==> config.mk <==
export PLATFORM = sky130hd
export DESIGN_NAME = irq_wake_ctrl
export DESIGN_NICKNAME = d
export VERILOG_FILES = /design/src/rtl/irq_wake_pkg.sv /design/src/rtl/irq_sync.sv /design/src/rtl/irq_int_edge.sv /design/src/rtl/irq_pb_change.sv /design/src/rtl/irq_src_flags.sv /design/src/rtl/irq_wake_ctrl.sv
export SDC_FILE = /design/constraint.sdc
export NUM_CORES = 1
export LEC_CHECK = 0
export ABC_AREA = 1
export BUFFER_PORTS_ARGS = -buffer_cell sky130_fd_sc_hd__buf_2
export CORE_AREA = 2 2 73 75
export CTS_BUF_LIST = sky130_fd_sc_hd__clkbuf_8
export DETAILED_ROUTE_END_ITERATION = 7
export DIE_AREA = 0 0 75 77
export PLACE_DENSITY = 0.65
export SETUP_SLACK_MARGIN = 0.4
export SYNTH_ARGS = -nofsm -noshare
export SYNTH_HDL_FRONTEND = slang
export SYNTH_HIERARCHICAL = 1
export SYNTH_SLANG_ARGS = --single-unit
==> constraint.sdc <==
create_clock -name clk -period 3.1 [get_ports clk]
set_input_delay 0.62 -clock clk [delete_from_list [all_inputs] [get_ports clk]]
set_output_delay 0.62 -clock clk [all_outputs]
set_load 0.05 [all_outputs]
==> src/rtl/irq_wake_pkg.sv <==
package irq_wake_pkg;
   localparam int REG_W   = 8;
   localparam int NSRC    = 3;
   localparam int GIE_BIT = 7;
   localparam int INT_BIT = 2;
   localparam int PB_BIT  = 1;
   localparam int T0_BIT  = 0;
   typedef logic [NSRC-1:0] src_vec_t;
endpackage

==> src/rtl/irq_sync.sv <==
module irq_sync #(
   parameter int W      = 8,
   parameter int STAGES = 2
) (
   input  logic         clk,
   input  logic         rst_n,
   input  logic [W-1:0] d,
   output logic [W-1:0] q
);
   logic [W-1:0] st [STAGES];

   always_ff @(posedge clk or negedge rst_n) begin
      if (!rst_n) begin
         for (int i = 0; i < STAGES; i++) st[i] <= '0;
      end else begin
         st[0] <= d;
         for (int i = 1; i < STAGES; i++) st[i] <= st[i-1];
      end
   end

   assign q = st[STAGES-1];
endmodule

==> src/rtl/irq_int_edge.sv <==
module irq_int_edge (
   input  logic clk,
   input  logic rst_n,
   input  logic pin,
   input  logic rise_sel,
   output logic evt
);
   logic prev;

   always_ff @(posedge clk or negedge rst_n) begin
      if (!rst_n) prev <= 1'b0;
      else        prev <= pin;
   end

   assign evt = rise_sel ? (pin & ~prev) : (~pin & prev);
endmodule

==> src/rtl/irq_pb_change.sv <==
module irq_pb_change #(
   parameter int W = 8
) (
   input  logic         clk,
   input  logic         rst_n,
   input  logic [W-1:0] pins,
   input  logic [W-1:0] wake_en,
   input  logic         snap_ld,
   output logic         change
);
   logic [W-1:0] snap;
   logic [W-1:0] diff;

   always_ff @(posedge clk or negedge rst_n) begin
      if (!rst_n)       snap <= '0;
      else if (snap_ld) snap <= pins;
   end

   assign diff   = (pins ^ snap) & wake_en;
   assign change = |diff;
endmodule

==> src/rtl/irq_src_flags.sv <==
module irq_src_flags
   import irq_wake_pkg::*;
(
   input  logic     clk,
   input  logic     rst_n,
   input  src_vec_t set,
   input  logic     we,
   input  src_vec_t wdata,
   output src_vec_t q
);
   always_ff @(posedge clk or negedge rst_n) begin
      if (!rst_n) q <= '0;
      else        q <= (we ? wdata : q) | set;
   end
endmodule

==> src/rtl/irq_wake_ctrl.sv <==
module irq_wake_ctrl
   import irq_wake_pkg::*;
#(
   parameter int          PB_W        = 8,
   parameter int          SYNC_STAGES = 2,
   parameter int          PC_W        = 11,
   parameter logic [15:0] HW_VECTOR   = 16'h0008
) (
   input  logic              clk,
   input  logic              rst_n,
   input  logic              tmr_ovf_i,
   input  logic [PB_W-1:0]   pb_pins_i,
   input  logic              int_rise_i,
   input  logic [PB_W-1:0]   wake_en_i,
   input  logic              pb_read_i,
   input  logic              en_we_i,
   input  logic [REG_W-1:0]  en_wdata_i,
   input  logic              flag_we_i,
   input  logic [REG_W-1:0]  flag_wdata_i,
   input  logic              irq_ack_i,
   input  logic              sleep_i,
   output logic [REG_W-1:0]  en_o,
   output logic [REG_W-1:0]  flag_o,
   output logic              irq_req_o,
   output logic [PC_W-1:0]   irq_vec_o,
   output logic              wake_o
);
   generate
      if (SYNC_STAGES < 2) begin : g_bad_sync
         $error("SYNC_STAGES must be at least 2");
      end
      if (PB_W < 1 || PB_W > REG_W) begin : g_bad_pbw
         $error("PB_W must lie in 1..REG_W");
      end
      if (PC_W < 4 || PC_W > 16) begin : g_bad_pcw
         $error("PC_W must lie in 4..16");
      end
   endgenerate

   logic [PB_W-1:0] pb_sync;
   logic            int_evt;
   logic            pb_chg;
   logic            gie_q;
   src_vec_t        src_en_q;
   src_vec_t        src_set;
   src_vec_t        flags_q;
   logic            unused_wbits;

   assign unused_wbits = ^{en_wdata_i[6:3], flag_wdata_i[7:3]};

   irq_sync #(.W(PB_W), .STAGES(SYNC_STAGES)) u_sync (
      .clk(clk), .rst_n(rst_n), .d(pb_pins_i), .q(pb_sync)
   );

   irq_int_edge u_int (
      .clk(clk), .rst_n(rst_n), .pin(pb_sync[0]),
      .rise_sel(int_rise_i), .evt(int_evt)
   );

   irq_pb_change #(.W(PB_W)) u_chg (
      .clk(clk), .rst_n(rst_n), .pins(pb_sync), .wake_en(wake_en_i),
      .snap_ld(pb_read_i), .change(pb_chg)
   );

   always_comb begin
      src_set          = '0;
      src_set[T0_BIT]  = tmr_ovf_i;
      src_set[PB_BIT]  = pb_chg;
      src_set[INT_BIT] = int_evt;
   end

   irq_src_flags u_flags (
      .clk(clk), .rst_n(rst_n), .set(src_set), .we(flag_we_i),
      .wdata(flag_wdata_i[NSRC-1:0]), .q(flags_q)
   );

   always_ff @(posedge clk or negedge rst_n) begin
      if (!rst_n) begin
         gie_q    <= 1'b0;
         src_en_q <= '0;
      end else begin
         if (en_we_i) begin
            src_en_q <= en_wdata_i[NSRC-1:0];
            gie_q    <= en_wdata_i[GIE_BIT];
         end
         if (irq_ack_i) gie_q <= 1'b0;
      end
   end

   always_comb begin
      en_o                = '0;
      en_o[NSRC-1:0]      = src_en_q;
      en_o[GIE_BIT]       = gie_q;
      flag_o              = '0;
      flag_o[NSRC-1:0]    = flags_q;
   end

   assign irq_req_o = gie_q & (|(flags_q & src_en_q));
   assign irq_vec_o = HW_VECTOR[PC_W-1:0];
   assign wake_o    = sleep_i & (flags_q[INT_BIT] | flags_q[PB_BIT]);
endmodule

Word level (Yosys, flattened, before mapping)
Index checks and enable logic that the tools add are counted.
- flip-flop bits (word level): 32
- word-level logic and storage cells: 25
- input bits: 41
- output and inout bits: 29
- bitwise operators: 11
- reduce and logical (&&, ||, !) cells: 3
- muxes and demuxes: 4
- operator list (kind ; count):
    $and 8x8->8 ; 1
    $reduce_or 8->1 ; 1
    $xor 8x8->8 ; 1
    $and 1x1->1 ; 4
    $and 3x3->3 ; 1
    $mux 1 ; 3
    $mux 3 ; 1
    $or 3x3->3 ; 1
    $reduce_or 3->1 ; 1
    $not 1->1 ; 2
    $reduce_bool 2->1 ; 1
    $or 1x1->1 ; 1

Depth between registers and ports, before layout
Gate-level depths: netlist of run 1.
- depth in word-level cells: 4
- depth in mapped cells: 9
- depth with buffers taken out: 8

By module
The synthesis of run 1 kept the hierarchy.
- by module, submodules not included (module ; area each (sq um) ; times used ; seq. area each (sq um) ; cells each):
    irq_pb_change ; 467.9 ; 1 ; 200.2 ; 72
    irq_sync ; 460.4 ; 1 ; 400.4 ; 24
    irq_wake_ctrl ; 361.6 ; 1 ; 100.1 ; 47
    irq_src_flags ; 127.6 ; 1 ; 75.1 ; 16
    irq_int_edge ; 50.0 ; 1 ; 25.0 ; 7

Worst setup path after synthesis of run 1
Ideal clock, no wire load.
- path kind: register -> output
- from: register u_flags.q[2]
- to: output irq_req_o
- arrival time: 1.176 ns
- stages on the path, launching flop included: 5
- path buffers: 0
- setup slack: 1.304 ns
- data required time: 2.480 ns
- cell sequence: dfrtp_1 > nand2_1 > nand3_1 > nand2_1 > inv_1
- cells in the longest elaborated chain, start to end: 3
- RTL lines (element ; line ; source):
    from (decl) ; irq_src_flags.sv:9 ; output src_vec_t q
    from (signal assigned) ; irq_src_flags.sv:13 ; else q <= (we ? wdata : q) | set;
    $and 3x3->3 ; irq_wake_ctrl.sv:98 ; assign irq_req_o = gie_q & (|(flags_q & src_en_q));
    $reduce_or 3->1 ; irq_wake_ctrl.sv:98 ;
    $and 1x1->1 ; irq_wake_ctrl.sv:98 ;
    to (decl) ; irq_wake_ctrl.sv:24 ; output logic irq_req_o,
Every way passes these cells.

Worst setup path in the final report of run 1
Ends and elaborated chain as after synthesis.

==> flow_summary.toml, run 1 <==
[outcome]
run_status = "complete, no violations"

[worst_setup_path]
r2r_slack_ps = 2050
cp.arrival_ps = 1170
cp_max_fo = 4
end_kind = "output port"
timing.critical_path.mode_cell = "nand2_1"
worstPathRequired_ps = 2480
r2r-end = "u_flags/q[1]$_DFF_PN0_"
timing.rr.start = "u_sync/q[0]$_DFF_PN0_"
slowest_delay_ps = 410
critical_path_buf_inv_count = 2
reg2reg_depth = 8
crit_path_cell_trace = "nand2_1 -> nand3_1 -> nand2_1 -> inv_1 -> buf_2"
worstSetupPathType = "reg2out"
crit_slowest_cell = "dfrtp_1"
worstSetupStartpointType = "flop"
cp_top_family = "flip-flops"

[timing]
period_share_pct = 57.73
finalMaxSlewViolations = 0
worstMarginPinSlew_ps = 689.0
max-slew-margin-rel_pct = 54.07
max_clock_freq_mhz = 558.8
setup_viol = 0
setup-tns-final_ps = 0
timing.final.ws_setup_ps = 1310
finClkSkew_ps = 6.015
hold_violations = 0
rsz0062_at_grt = "no"
layout_min_cycle_time_ps = 1790

[min_path]
hold_depth = 0
min_to = "u_sync/q[2]$_DFF_PN0_"
hp-class = "reg2reg"
hold_start = "u_sync/st[10]$_DFF_PN0_"

[floorplanning]
core-area_um2 = 4977
die_w_um = 75
fp.dieH_um = 77
start_util_pct = 29.49
die-area_um2 = 5775
core.rowCount = 26
ios = 70

[global_route]
grt_max_degree = 33
grt_overflow = 0
antenna_found_initial = 0
grt_pass1_wl_um = 3801
track_usage_pct = 8.982
first_global_vias = 843

[cts]
path_clk_slew_ps = 60
hold_buffers = 0
cts_tree = "yes"
cts_setup_buffers = 0
cts-root-buf = "clkbuf_8"
post_cts_resized = 0
clock_latency_ps = 280
clockBufferDepth = 2
cts.sinks = 32
numCtsBuffers = 5
cts_max_level = 2

[yosys]
synth-edff-count = 0
yosys.cell_types.count = 14
avgSynthCellArea_um2 = 8.841
ys_warn_count = 6
yosys-top-cells-area = "dfrtp_1, buf_4, nand2_1"
ys_async_sr_fraction_pct = 100.0
synth_most_common_cell = "nand2_1"
yosys.area.top_type_share_pct = 54.56
ys_seq_area_share_pct = 54.56
syn_inst = 166
ys_ff_latch = 32
syn-cell-area_um2 = 1468
synth_ff_type = "dfrtp_1"
yosysTopAreaCell = "dfrtp_1"
synth_common_cells = "nand2_1, dfrtp_1, buf_4, inv_1, nand3_1"

[placement]
dp_hpwl_um = 1750
place_congestion = 0.6945
dp.cells = 264
io_buffer_count = 40
pre_cts_slack_ps = 1441

[detailed_routing]
ant_nets = 0
dr.pass1.iters = 3
wl_per_cell_um = 8.485
vias = 986
drt_iter0_drc = 44
avgViaCountPerCell = 3.625
drcViolationCount = 0
wl_um = 2308

[power]
power_density_nw_per_um2 = 561.7
p_leak_nw = 0.9567
switching_power_mw = 0.2866
p_clk_share_pct = 33.1
internal_power_mw = 0.6594
switching_share_pct = 30.29
ir_worst_vdd_mv = 0.2743
combPwrFrac_pct = 18.1
seqPwrFrac_pct = 48.8

[finish]
fill_cells = 529
syn_to_final_growth_pct = 14.75
fin_nets = 242
num_antenna_cells = 0
drive_gt1_share_pct = 25.25
fin_cells = 272

[run]
cap_violations = 0
==> cells by family after synthesis <==
| group | Yosys count | share of synthesized area, % |
|---|---|---|
| compound gates | 9 | 3.240 |
| flops | 32 | 54.56 |
| buf+inv | 55 | 21.99 |
| other cells | 2 | 0.5117 |
| simple gates | 68 | 19.69 |
==> worst max-delay path by stage <==
stage,from,endpoint,slack (ps),depth (start not counted)
floorplan,u_flags/q[2]$_DFF_PN0_,irq_req_o,1300,4
global placement,sleep_i,wake_o,1440,3
detailed placement,sleep_i,wake_o,1440,3
CTS,u_flags/q[2]$_DFF_PN0_,irq_req_o,1280,5
global route,u_flags/q[2]$_DFF_PN0_,irq_req_o,1180,5
finish,u_flags/q[2]$_DFF_PN0_,irq_req_o,1310,5
==> state kept, by name (all words and copies together), names as in the netlist <==
register and count:
u_chg/snap 8, u_sync/q 8, u_sync/st 8, src_en_q 3
u_flags/q 3, gie_q 1, u_int/prev 1
==> stage by stage <==
stage	util (%)	instance area, um2	hold WS, ps	total power [mW]
floorplan	-	1535	324.4	0.6221
global placement	32.03	1594	331.1	0.6400
detailed placement	32.03	1594	334.7	0.6432
CTS	33.84	1684	348.9	0.9684
global route	33.84	1684	357.8	1.008
finish	33.84	1684	347.1	0.9459
==> metal layers <==
layer | track usage (%) | vias to the layer above | share of wire [%]
met2 | 12.89 | 33 | 47
met3 | 4.731 | 6 | 7.0
met5 | 0 | - | 0
met1 | 10.89 | 428 | 43
li1 | - | 519 | -
met4 | 4.286 | 0 | 2.2
==> layout by cell type, fill, tap and decap left out <==
cell type   n
nor2_1      2
nand3_1    14
nor2_4      1
o21a_1      1
buf_2      40
nand2_1    49
clkbuf_8    6
inv_1      25
nor3_2      1
dfrtp_1    32
nor2_2      1
inv_2       2
conb_1     20
o21ai_0     8
==> layout make-up <==
cell class | instances | area, um2 | share of cell area, %
multi-input combinational | 97 | 411.6 | 24.44
tap | 70 | 87.58 | 5.201
clock buffer | 6 | 82.58 | 4.903
clock inverter | 2 | 7.507 | 0.4458
inverter | 25 | 93.84 | 5.572
sequential | 32 | 800.8 | 47.55
timing repair buffer | 40 | 200.2 | 11.89
==> power groups by stage <==
stage / registers (mW) / clock network [mW] / logic, mW
floorplan: 0.486 / 0 / 0.136
global placement: 0.469 / 0 / 0.171
detailed placement: 0.470 / 0 / 0.173
CTS: 0.462 / 0.333 / 0.173
global route: 0.466 / 0.355 / 0.188
finish: 0.462 / 0.313 / 0.171
Note: power is estimated with default switching activity, not from simulation.
==> run 2: changes to the inputs <==
Settings changed: PLACE_DENSITY 0.65 to 0.67.
Clock period 3.1 ns to 1.5 ns, I/O delays scaled along.
==> flow_summary.toml, run 2 (same netlist as run 1, synthesis figures left out) <==
[finish]
fin_nets = 250
final_common_cell = "nand2_1"
syn_to_final_growth_pct = 26.34
drive_gt1_share_pct = 35.71
fill_cells = 518
fin_area_um2 = 1854
fin_cells = 280
num_antenna_cells = 0
multiInputGateArea_um2 = 434.2
final_cell_mix = "nand2_1, buf_2, dfrtp_1, inv_1, conb_1"
reg_top3 = "u_chg/snap: 8 flops, u_sync/q: 8 flops, u_sync/st: 8 flops"
register_area_um2 = 809.5

[timing]
max_clock_freq_mhz = 672.3
finClkSkew_ps = 6.596
finalMaxSlewViolations = 0
hold_ws_ps = -15.14
setup_viol = 0
layout_min_cycle_time_ps = 1487
rsz0062_at_grt = "yes"
max-slew-margin-rel_pct = 66.55
worstMarginPinSlew_ps = 501.7
period_share_pct = 99.16
hold_violations = 22
timing.final.ws_setup_ps = 12.67

[detailed_routing]
dr.pass1.iters = 6
drcViolationCount = 0
ant_nets = 0
vias = 1046
wl_um = 2545
top_layer_used = "met4"
wl_per_cell_um = 9.089
routed-wl-met3_um = 132
wl_met1_um = 1023
avgViaCountPerCell = 3.736
drt_iter0_drc = 18
route.met2.wl_um = 1317

[worst_setup_path]
timing.critical_path.mode_cell = "nand2_2"
crit_path_cell_trace = "nand2_2 -> nand3_2 -> nand2_2 -> clkinvlp_4 -> buf_8"
end_kind = "output port"
critical_path_buf_inv_count = 2
slowest_delay_ps = 430
worstSetupPathType = "reg2out"
timing.rr.start = "u_sync/q[0]$_DFF_PN0_"
setup.worst_path.start = "src_en_q[1]$_DFFE_PN0P_"
cp.arrival_ps = 1190
crit_slowest_cell = "dfrtp_2"
worstPathRequired_ps = 1200
cp_top_family = "flip-flops"
cp_max_fo = 3
worstSetupStartpointType = "flop"

[floorplanning]
fp.dieH_um = 77
die-area_um2 = 5775
start_util_pct = 29.49
core-area_um2 = 4977
ios = 70
die_w_um = 75
core.rowCount = 26

[global_route]
antenna_found_initial = 0
grt_overflow = 0
grt_max_degree = 24
track_usage_pct = 9.667
grt_pass1_wl_um = 4064
first_global_vias = 925

[cts]
numCtsBuffers = 5
clockBufferDepth = 2
cts_tree = "yes"
cts_max_level = 2
cts.sinks = 32
cts-root-buf = "clkbuf_8"
path_clk_slew_ps = 70
hold_buffers = 0
clock_latency_ps = 280

[outcome]
run_status = "finished, violations left"
violations = "hold timing"

[min_path]
hp-class = "in2async"

[power]
p_leak_nw = 1.007
ir_worst_vdd_mv = 0.6071
power_density_nw_per_um2 = 1075

[placement]
placed_cell_area_um2 = 1620
pre_cts_slack_ps = 257.9
io_buffer_count = 40
place_congestion = 0.7349
dp_hpwl_um = 1833
dp.cells = 265

[run]
cap_violations = 0
run 2: metrics by stage:
stage	hold slack, ps	setup TNS [ps]	power (mW)	util (%)
after floorplan	4.409	0	1.293	-
after global placement	300.3	0	1.330	32.55
after detailed placement	308.0	0	1.339	32.55
after CTS	2.324	0	1.977	35.62
after global routing	9.645	-38.81	2.120	37.25
final	-15.14	0	1.993	37.25
run 2: report_power, final:
part           total [mW]  switching [mW]  internal (mW)
Sequential          0.961          0.0376          0.923
Clock               0.596           0.285          0.311
Combinational       0.436           0.293          0.143
run 2: repair_timing:
action,4_1_cts,5_1_grt
setup endpoints to repair,9,10
gates resized for setup,18,16
pin swaps,3,5
setup buffers,2,5
run 2: worst paths after layout:
path	endpoint	slack, ps	depth (start not counted)
max	irq_req_o	10	5
min	u_sync/st[15]$_DFF_PN0_	-20	1
max reg2reg	u_flags/q[1]$_DFF_PN0_	460	8
min reg2reg	u_sync/q[2]$_DFF_PN0_	350	0
max in group asynchronous	u_sync/q[5]$_DFF_PN0_	990	2
min in group clk	u_sync/st[15]$_DFF_PN0_	120	1
run 2: metal layers:
layer / global-route usage, % / vias up
met1: 10.88 / 470
met2: 14.12 / 32
li1: - / 536
met3: 4.993 / 8
met4: 6.071 / 0
met5: 0 / -
run 2: layout make-up:
class | count | share of cell area, %
timing repair buffer | 48 | 18.56
clock buffer | 5 | 3.711
tap | 70 | 4.723
sequential | 32 | 43.66
multi-input combinational | 97 | 23.41
inverter | 25 | 5.263
clock inverter | 3 | 0.6748
